### src/rtl/tmrcc_pkg.sv
package tmrcc_pkg;
    localparam int ADDR_W = 3;
    localparam logic [ADDR_W-1:0] A_CTL0 = 3'd0;
    localparam logic [ADDR_W-1:0] A_VAL0 = 3'd1;
    localparam logic [ADDR_W-1:0] A_CTL1 = 3'd2;
    localparam logic [ADDR_W-1:0] A_VAL1 = 3'd3;
    localparam logic [ADDR_W-1:0] A_CNT  = 3'd4;

    typedef enum logic [1:0] {CH_OFF, CH_CAPT, CH_CMP, CH_CMP_BUF} ch_mode_e;

    // control/status byte, bit 7 down to bit 0
    typedef struct packed {
        logic       flag;
        logic       ie;
        logic       bufm;
        logic       cmpm;
        logic [1:0] els;
        logic       tov;
        logic       maxd;
    } ctl_t;
endpackage

### src/rtl/tmrcc_count.sv
module tmrcc_count #(
    parameter int W = 16
) (
    input  logic         clk,
    input  logic         rst_n,
    output logic [W-1:0] cnt,
    output logic         top
);
    logic [W-1:0] cnt_d, cnt_q;

    always_comb cnt_d = cnt_q + 1'b1;

    always_ff @(posedge clk or negedge rst_n) begin
        if (!rst_n) cnt_q <= '0;
        else        cnt_q <= cnt_d;
    end

    assign cnt = cnt_q;
    assign top = &cnt_q;
endmodule

### src/rtl/tmrcc_edge.sv
module tmrcc_edge (
    input  logic clk,
    input  logic rst_n,
    input  logic pin,
    output logic rise,
    output logic fall
);
    typedef struct packed {
        logic s1;
        logic s2;
        logic prev;
    } sy_t;
    sy_t y_d, y_q;

    always_comb begin
        y_d.s1   = pin;
        y_d.s2   = y_q.s1;
        y_d.prev = y_q.s2;
    end

    always_ff @(posedge clk or negedge rst_n) begin
        if (!rst_n) y_q <= '0;
        else        y_q <= y_d;
    end

    assign rise = y_q.s2 & ~y_q.prev;
    assign fall = ~y_q.s2 & y_q.prev;
endmodule

### src/rtl/tmrcc_chan.sv
module tmrcc_chan
    import tmrcc_pkg::*;
#(
    parameter int W       = 16,
    parameter bit HAS_BUF = 1'b0
) (
    input  logic         clk,
    input  logic         rst_n,
    input  logic         enable,
    input  logic [W-1:0] cnt,
    input  logic         cnt_top,
    input  logic         rise,
    input  logic         fall,
    input  logic         ctl_wr,
    input  logic         ctl_rd,
    input  logic         val_wr,
    input  logic [W-1:0] wdata,
    input  logic [W-1:0] ext_cmp,
    output ctl_t         ctl_o,
    output logic [W-1:0] val_o,
    output logic         pin_out,
    output logic         pin_oe,
    output logic         irq
);
    localparam logic [7:0] WMASK = HAS_BUF ? 8'hFF : 8'hDF;

    typedef struct packed {
        ctl_t         ctl;
        logic [W-1:0] val;
        logic         arm;
        logic         lvl;
    } st_t;
    st_t s_d, s_q;

    ch_mode_e     mode;
    logic [W-1:0] cmp_ref;
    logic         evt;
    logic         drive;

    always_comb begin
        if (!enable || s_q.ctl.els == 2'b00) mode = CH_OFF;
        else if (HAS_BUF && s_q.ctl.bufm)    mode = CH_CMP_BUF;
        else if (s_q.ctl.cmpm)               mode = CH_CMP;
        else                                 mode = CH_CAPT;
    end

    assign drive   = (mode == CH_CMP) || (mode == CH_CMP_BUF);
    assign cmp_ref = (mode == CH_CMP_BUF) ? ext_cmp : s_q.val;

    always_comb begin
        case (mode)
            CH_CAPT:            evt = (s_q.ctl.els[0] & rise) | (s_q.ctl.els[1] & fall);
            CH_CMP, CH_CMP_BUF: evt = (cnt == cmp_ref);
            default:            evt = 1'b0;
        endcase
    end

    always_comb begin
        s_d = s_q;
        // a read that sees the flag set arms the clear
        if (ctl_rd && s_q.ctl.flag) s_d.arm = 1'b1;
        if (ctl_wr) begin
            s_d.ctl      = ctl_t'(wdata[7:0] & WMASK);
            s_d.ctl.flag = s_q.ctl.flag & ~(s_q.arm & ~wdata[7]);
            s_d.arm      = 1'b0;
        end
        if (val_wr) s_d.val = wdata;
        if (evt) begin
            s_d.ctl.flag = 1'b1;
            s_d.arm      = 1'b0;
            if (mode == CH_CAPT) s_d.val = cnt;
        end
        if (drive) begin
            if (evt) begin
                case (s_q.ctl.els)
                    2'b01:   s_d.lvl = ~s_q.lvl;
                    2'b10:   s_d.lvl = 1'b0;
                    default: s_d.lvl = 1'b1;
                endcase
            end else if (s_q.ctl.tov && cnt_top) begin
                s_d.lvl = ~s_q.lvl;
            end
        end
    end

    always_ff @(posedge clk or negedge rst_n) begin
        if (!rst_n) s_q <= '0;
        else        s_q <= s_d;
    end

    assign ctl_o   = s_q.ctl;
    assign val_o   = s_q.val;
    assign pin_oe  = drive;
    assign pin_out = drive & (s_q.ctl.maxd | s_q.lvl);
    assign irq     = enable & s_q.ctl.flag & s_q.ctl.ie;
endmodule

### src/rtl/tmr_cc_pair.sv
module tmr_cc_pair
    import tmrcc_pkg::*;
#(
    parameter int CNT_W = 16
) (
    input  logic              clk,
    input  logic              rst_n,
    input  logic [2:0]        bus_addr,
    input  logic              bus_rd,
    input  logic              bus_wr,
    input  logic [CNT_W-1:0]  bus_wdata,
    output logic [CNT_W-1:0]  bus_rdata,
    input  logic [1:0]        pin_in,
    output logic [1:0]        pin_out,
    output logic [1:0]        pin_oe,
    output logic              ovf_pulse,
    output logic [1:0]        irq
);
    localparam int N_CH = 2;

    logic [CNT_W-1:0] cnt_w;
    logic             cnt_top;
    ctl_t             ctl_w [N_CH];
    logic [CNT_W-1:0] val_w [N_CH];
    logic [N_CH-1:0]  rise_w, fall_w;
    logic             buf_mode;

    typedef struct packed {
        logic             sel;
        logic [CNT_W-1:0] act;
    } bst_t;
    bst_t b_d, b_q;

    assign buf_mode = ctl_w[0].bufm;

    tmrcc_count #(.W(CNT_W)) u_cnt (
        .clk (clk),
        .rst_n (rst_n),
        .cnt (cnt_w),
        .top (cnt_top)
    );

    for (genvar i = 0; i < N_CH; i++) begin : g_ch
        localparam logic [2:0] A_C = 3'(2 * i);
        localparam logic [2:0] A_V = 3'(2 * i + 1);
        logic en;
        assign en = (i == 0) ? 1'b1 : !buf_mode;

        tmrcc_edge u_edge (
            .clk (clk),
            .rst_n (rst_n),
            .pin (pin_in[i]),
            .rise (rise_w[i]),
            .fall (fall_w[i])
        );

        tmrcc_chan #(.W(CNT_W), .HAS_BUF(i == 0)) u_chan (
            .clk     (clk),
            .rst_n   (rst_n),
            .enable  (en),
            .cnt     (cnt_w),
            .cnt_top (cnt_top),
            .rise    (rise_w[i]),
            .fall    (fall_w[i]),
            .ctl_wr  (bus_wr && bus_addr == A_C && en),
            .ctl_rd  (bus_rd && bus_addr == A_C && en),
            .val_wr  (bus_wr && bus_addr == A_V),
            .wdata   (bus_wdata),
            .ext_cmp (b_q.act),
            .ctl_o   (ctl_w[i]),
            .val_o   (val_w[i]),
            .pin_out (pin_out[i]),
            .pin_oe  (pin_oe[i]),
            .irq     (irq[i])
        );
    end

    // buffered compare: remember the last-written value register, swap in at overflow
    always_comb begin
        b_d = b_q;
        if (bus_wr && bus_addr == A_VAL0) b_d.sel = 1'b0;
        if (bus_wr && bus_addr == A_VAL1) b_d.sel = 1'b1;
        if (cnt_top) b_d.act = b_q.sel ? val_w[1] : val_w[0];
    end

    always_ff @(posedge clk or negedge rst_n) begin
        if (!rst_n) b_q <= '0;
        else        b_q <= b_d;
    end

    always_comb begin
        case (bus_addr)
            A_CTL0:  bus_rdata = CNT_W'(ctl_w[0]);
            A_VAL0:  bus_rdata = val_w[0];
            A_CTL1:  bus_rdata = buf_mode ? '0 : CNT_W'(ctl_w[1]);
            A_VAL1:  bus_rdata = val_w[1];
            A_CNT:   bus_rdata = cnt_w;
            default: bus_rdata = '0;
        endcase
    end

    assign ovf_pulse = cnt_top;
endmodule

### config.mk
export PLATFORM = sky130hd
export DESIGN_NAME = tmr_cc_pair
export DESIGN_NICKNAME = d
export VERILOG_FILES = /design/src/rtl/tmrcc_pkg.sv /design/src/rtl/tmrcc_count.sv /design/src/rtl/tmrcc_edge.sv /design/src/rtl/tmrcc_chan.sv /design/src/rtl/tmr_cc_pair.sv
export SDC_FILE = /design/constraint.sdc
export NUM_CORES = 1
export LEC_CHECK = 0
export ABC_AREA = 1
export BUFFER_PORTS_ARGS = -buffer_cell sky130_fd_sc_hd__buf_2
export CAP_MARGIN = 20
export CORE_MARGIN = 2
export CORE_UTILIZATION = 54
export DETAILED_ROUTE_END_ITERATION = 8
export PLACE_DENSITY = 0.76
export SLEW_MARGIN = 5
export SYNTH_ARGS = -nofsm -noshare
export SYNTH_HDL_FRONTEND = slang
export SYNTH_SLANG_ARGS = --single-unit
### constraint.sdc
create_clock -name clk -period 5.1 [get_ports clk]
set_input_delay 0.51 -clock clk [delete_from_list [all_inputs] [get_ports clk]]
set_output_delay 0.51 -clock clk [all_outputs]
set_load 0.005 [all_outputs]
==> qor.csv <==
metric,value,unit
clock power share,0.221,
Buf/Inv on CP,3,
Max Freq,0.327,GHz
max incr delay on CP,0.95,ns
Syn Area/Cell,7.33,um^2
Layout area overhead,7.74,%
"Net Count, Synth",775,
CTS tree,yes,
DRT Wirelength,15300,um
Synth area leaders,"dfrtp_1, nand2_1, o21ai_0",
initial core utilization,0.559,
R2R depth,14,
Least-Margin Pin Slew,1.10,ns
CTS Root Buffer Type,clkbuf_8,
Post-Route Setup TNS,0,ns
Crit path depth,5,
Via-to-Cell Ratio,5.81,
PortBufs,47,
number of synthesized flops with an enable pin,0,
synthesis-stage register bit count,90,
Power Total,2500,uW
clock-pin slew on the worst setup and hold paths,0.09,ns
initial antenna violation count,0,
Detail Route Antenna Nets,0,
core area,0.00982,mm^2
HPWL Detailed,10800,um
worst skew pair latency,0.37,ns
cts bufs inserted,9,
TritonCTS Sinks,90,
pin count of the biggest net entering global routing,58,
dpl ws,2.13,ns
final worst slack,2.05,ns
Syn Std Cell Area,0.00549,mm^2
max_cap viols,0,
CP Class,reg -> out,
final hold vios,0,
RSZ-0062 raised after global routing,no,
grt total ovfl,0,
"Slew Viols, Final",0,
Total GRT Usage,0.286,
DRT iter0 DRCs,417,
P_int,1500,uW
die height,105,um
# Post-CTS Setup Buffers,0,
WP data arrival,2.54,ns
"CP delay by family, top",flip-flops,
hold buffers post-CTS,0,
YS warnings,0,
startpoint types,flop,
Relative slew margins,0.266,
Peak VDD IR,176,uV
Netlist cell types,43,
H-tree Lvls,3,
CP max stage cell,dfrtp_1,
Sw Pwr,998,uW
Worst Skew,0.00951,ns
die area,0.0110,mm^2
leakage power,0.00291,uW
Post-Syn Instances,749,
sw frac,0.399,
share of total power in combinational logic,0.352,
"area leader, netlist",dfrtp_1,
Synth async-reset ratio,1.00,
Yosys top cell area share,0.410,
Avg WL per Cell,16.8,um
Resize count post-CTS,0,
Longest Clk Path Bufs,2,
CP endpoint kind,output pin,
Max Fanout on Critical Path,21,
post-route minimum period,3.05,ns
Ant. Diodes,0,
"Critical Path, Cell by Cell","clkinv_2, a21oi_1, inv_1, nor2_1, buf_2",
die span in x,105,um
CP Data Required Time,4.59,ns
DRC viols,0,
post-layout net count,800,
cell row count,36,
Tcrit/Tclk final,0.599,
Setup-failing EPs final,0,
sequential area share after synthesis,0.410,
PwrDens,423,mW/mm^2
GPL Wtd Cong,0.942,
Ports,48,
Sequential Power Share,0.427,
status,completed,
reg-to-reg setup timing slack,2.25,ns
Vias,5296,
first-pass GRT wire length,25100,um
"Top FF cell, synth",dfrtp_1,
share of layout cells above drive strength 1,0.158,
vias in the first global route,5027,
HP Class,in -> async,
TritonRoute pass-1 iters,6,
flip-flops by register name, indices dropped and copies added, names as in the netlist:
| signal | flops |
|---|---|
| b_q | 17 |
| g_ch.u_chan.ctl_o | 15 |
| g_ch.u_chan.s_q | 4 |
| g_ch.u_chan.val_o | 32 |
| g_ch.u_edge.y_d | 4 |
| g_ch.u_edge.y_q | 2 |
| u_cnt.cnt | 16 |
metal layers:
layer	share of wire	track usage
met4	0.042	0.152
met1	0.42	0.395
met5	0	0
met3	0.071	0.0343
met2	0.46	0.443
cell families (layout without fill, tap and decap cells):
kind of cell             after synthesis  after routing  synth area share
AO/OA/AOI/OAI                        142            142             0.155
XOR/XNOR                              21             21            0.0335
adder cells (fa/ha/maj)                1              1           0.00228
buffers and inverters                116            146            0.0943
flip-flops                            90             90             0.410
multiplexers                           7              7            0.0144
AND/OR/NAND/NOR                      372            372             0.290
power by group through the flow:
stage / Sequential [uW] / Clock, uW / Combinational [uW]
2_1_floorplan: 998 / 0 / 708
3_3_place_gp: 1070 / 0 / 839
3_5_place_dp: 1070 / 0 / 865
4_1_cts: 1060 / 555 / 872
5_1_grt: 1090 / 581 / 988
6_report: 1070 / 552 / 881
through the flow:
stage,utilization,hold slack [ns],cells,area [um^2]
2_1_floorplan,-,0.214,749,5490
3_3_place_gp,0.580,0.332,896,5700
3_5_place_dp,0.580,0.335,896,5700
4_1_cts,0.603,0.0977,912,5920
5_1_grt,0.603,0.125,912,5920
6_report,0.603,0.0761,912,5920
final cells by class:
cell class	count	area, um^2
Multi-Input combinational cell	543	2720
Inverter	81	305
Tap cell	133	166
Timing Repair Buffer	49	253
Fill cell	917	3900
Clock inverter	5	77.6
Sequential cell	90	2250
Clock buffer	11	141
cell usage after synthesis (3+ instances only):
master and instances:
a31oi_1 6, inv_2 7, nand2_2 15, inv_1 72
a221oi_1 4, xnor2_1 3, nand3b_1 4, buf_6 5
o221ai_1 8, xor2_1 18, o21ai_1 10, buf_2 5
buf_4 10, nand2_1 219, clkbuf_1 14, nor2_1 57
dfrtp_1 90, nand4_1 4, o22ai_1 5, a21oi_1 14
nor3_1 5, o21ai_2 18, nor2_2 3, nand3_1 54
o21ai_0 72, mux2_2 7
cell usage in the layout, fill, tap and decap left out, types with 2 or more instances in the layout:
cell type	instances
clkinv_2	3
nand3b_1	4
nor2_1	57
nand2_4	2
dfrtp_1	90
nand2_1	219
a31oi_1	6
mux2_2	7
inv_2	7
o21ai_2	18
nor3_1	5
buf_4	3
xor2_1	18
inv_1	72
nand4_1	4
nand2_2	15
clkbuf_8	10
bufinv_16	2
a21oi_1	14
nor3_2	2
buf_2	46
nand3_1	54
o22ai_1	5
a221oi_1	4
o21ai_0	72
xnor2_1	3
o21ai_1	10
nor4_1	2
o221ai_1	8
nor2_2	3
path summary, 6_finish.rpt:
path / from / endpoint
setup / recovery: g_ch[0].u_chan.ctl_o[5]$_DFFE_PN0P_ / pin_out[0]
hold / removal: rst_n / g_ch[0].u_edge.y_d[1]$_DFF_PN0_
hold reg to reg: g_ch[1].u_edge.y_d[1]$_DFF_PN0_ / g_ch[1].u_edge.y_d[0]$_DFF_PN0_
max in group asynchronous: rst_n / g_ch[0].u_chan.val_o[13]$_DFF_PN0_
setup reg to reg: g_ch[0].u_chan.ctl_o[5]$_DFFE_PN0P_ / g_ch[0].u_chan.s_q[0]$_DFFE_PN0P_
min in group clk: pin_in[0] / g_ch[0].u_edge.y_d[1]$_DFF_PN0_
(Power assumes the default switching activity.)
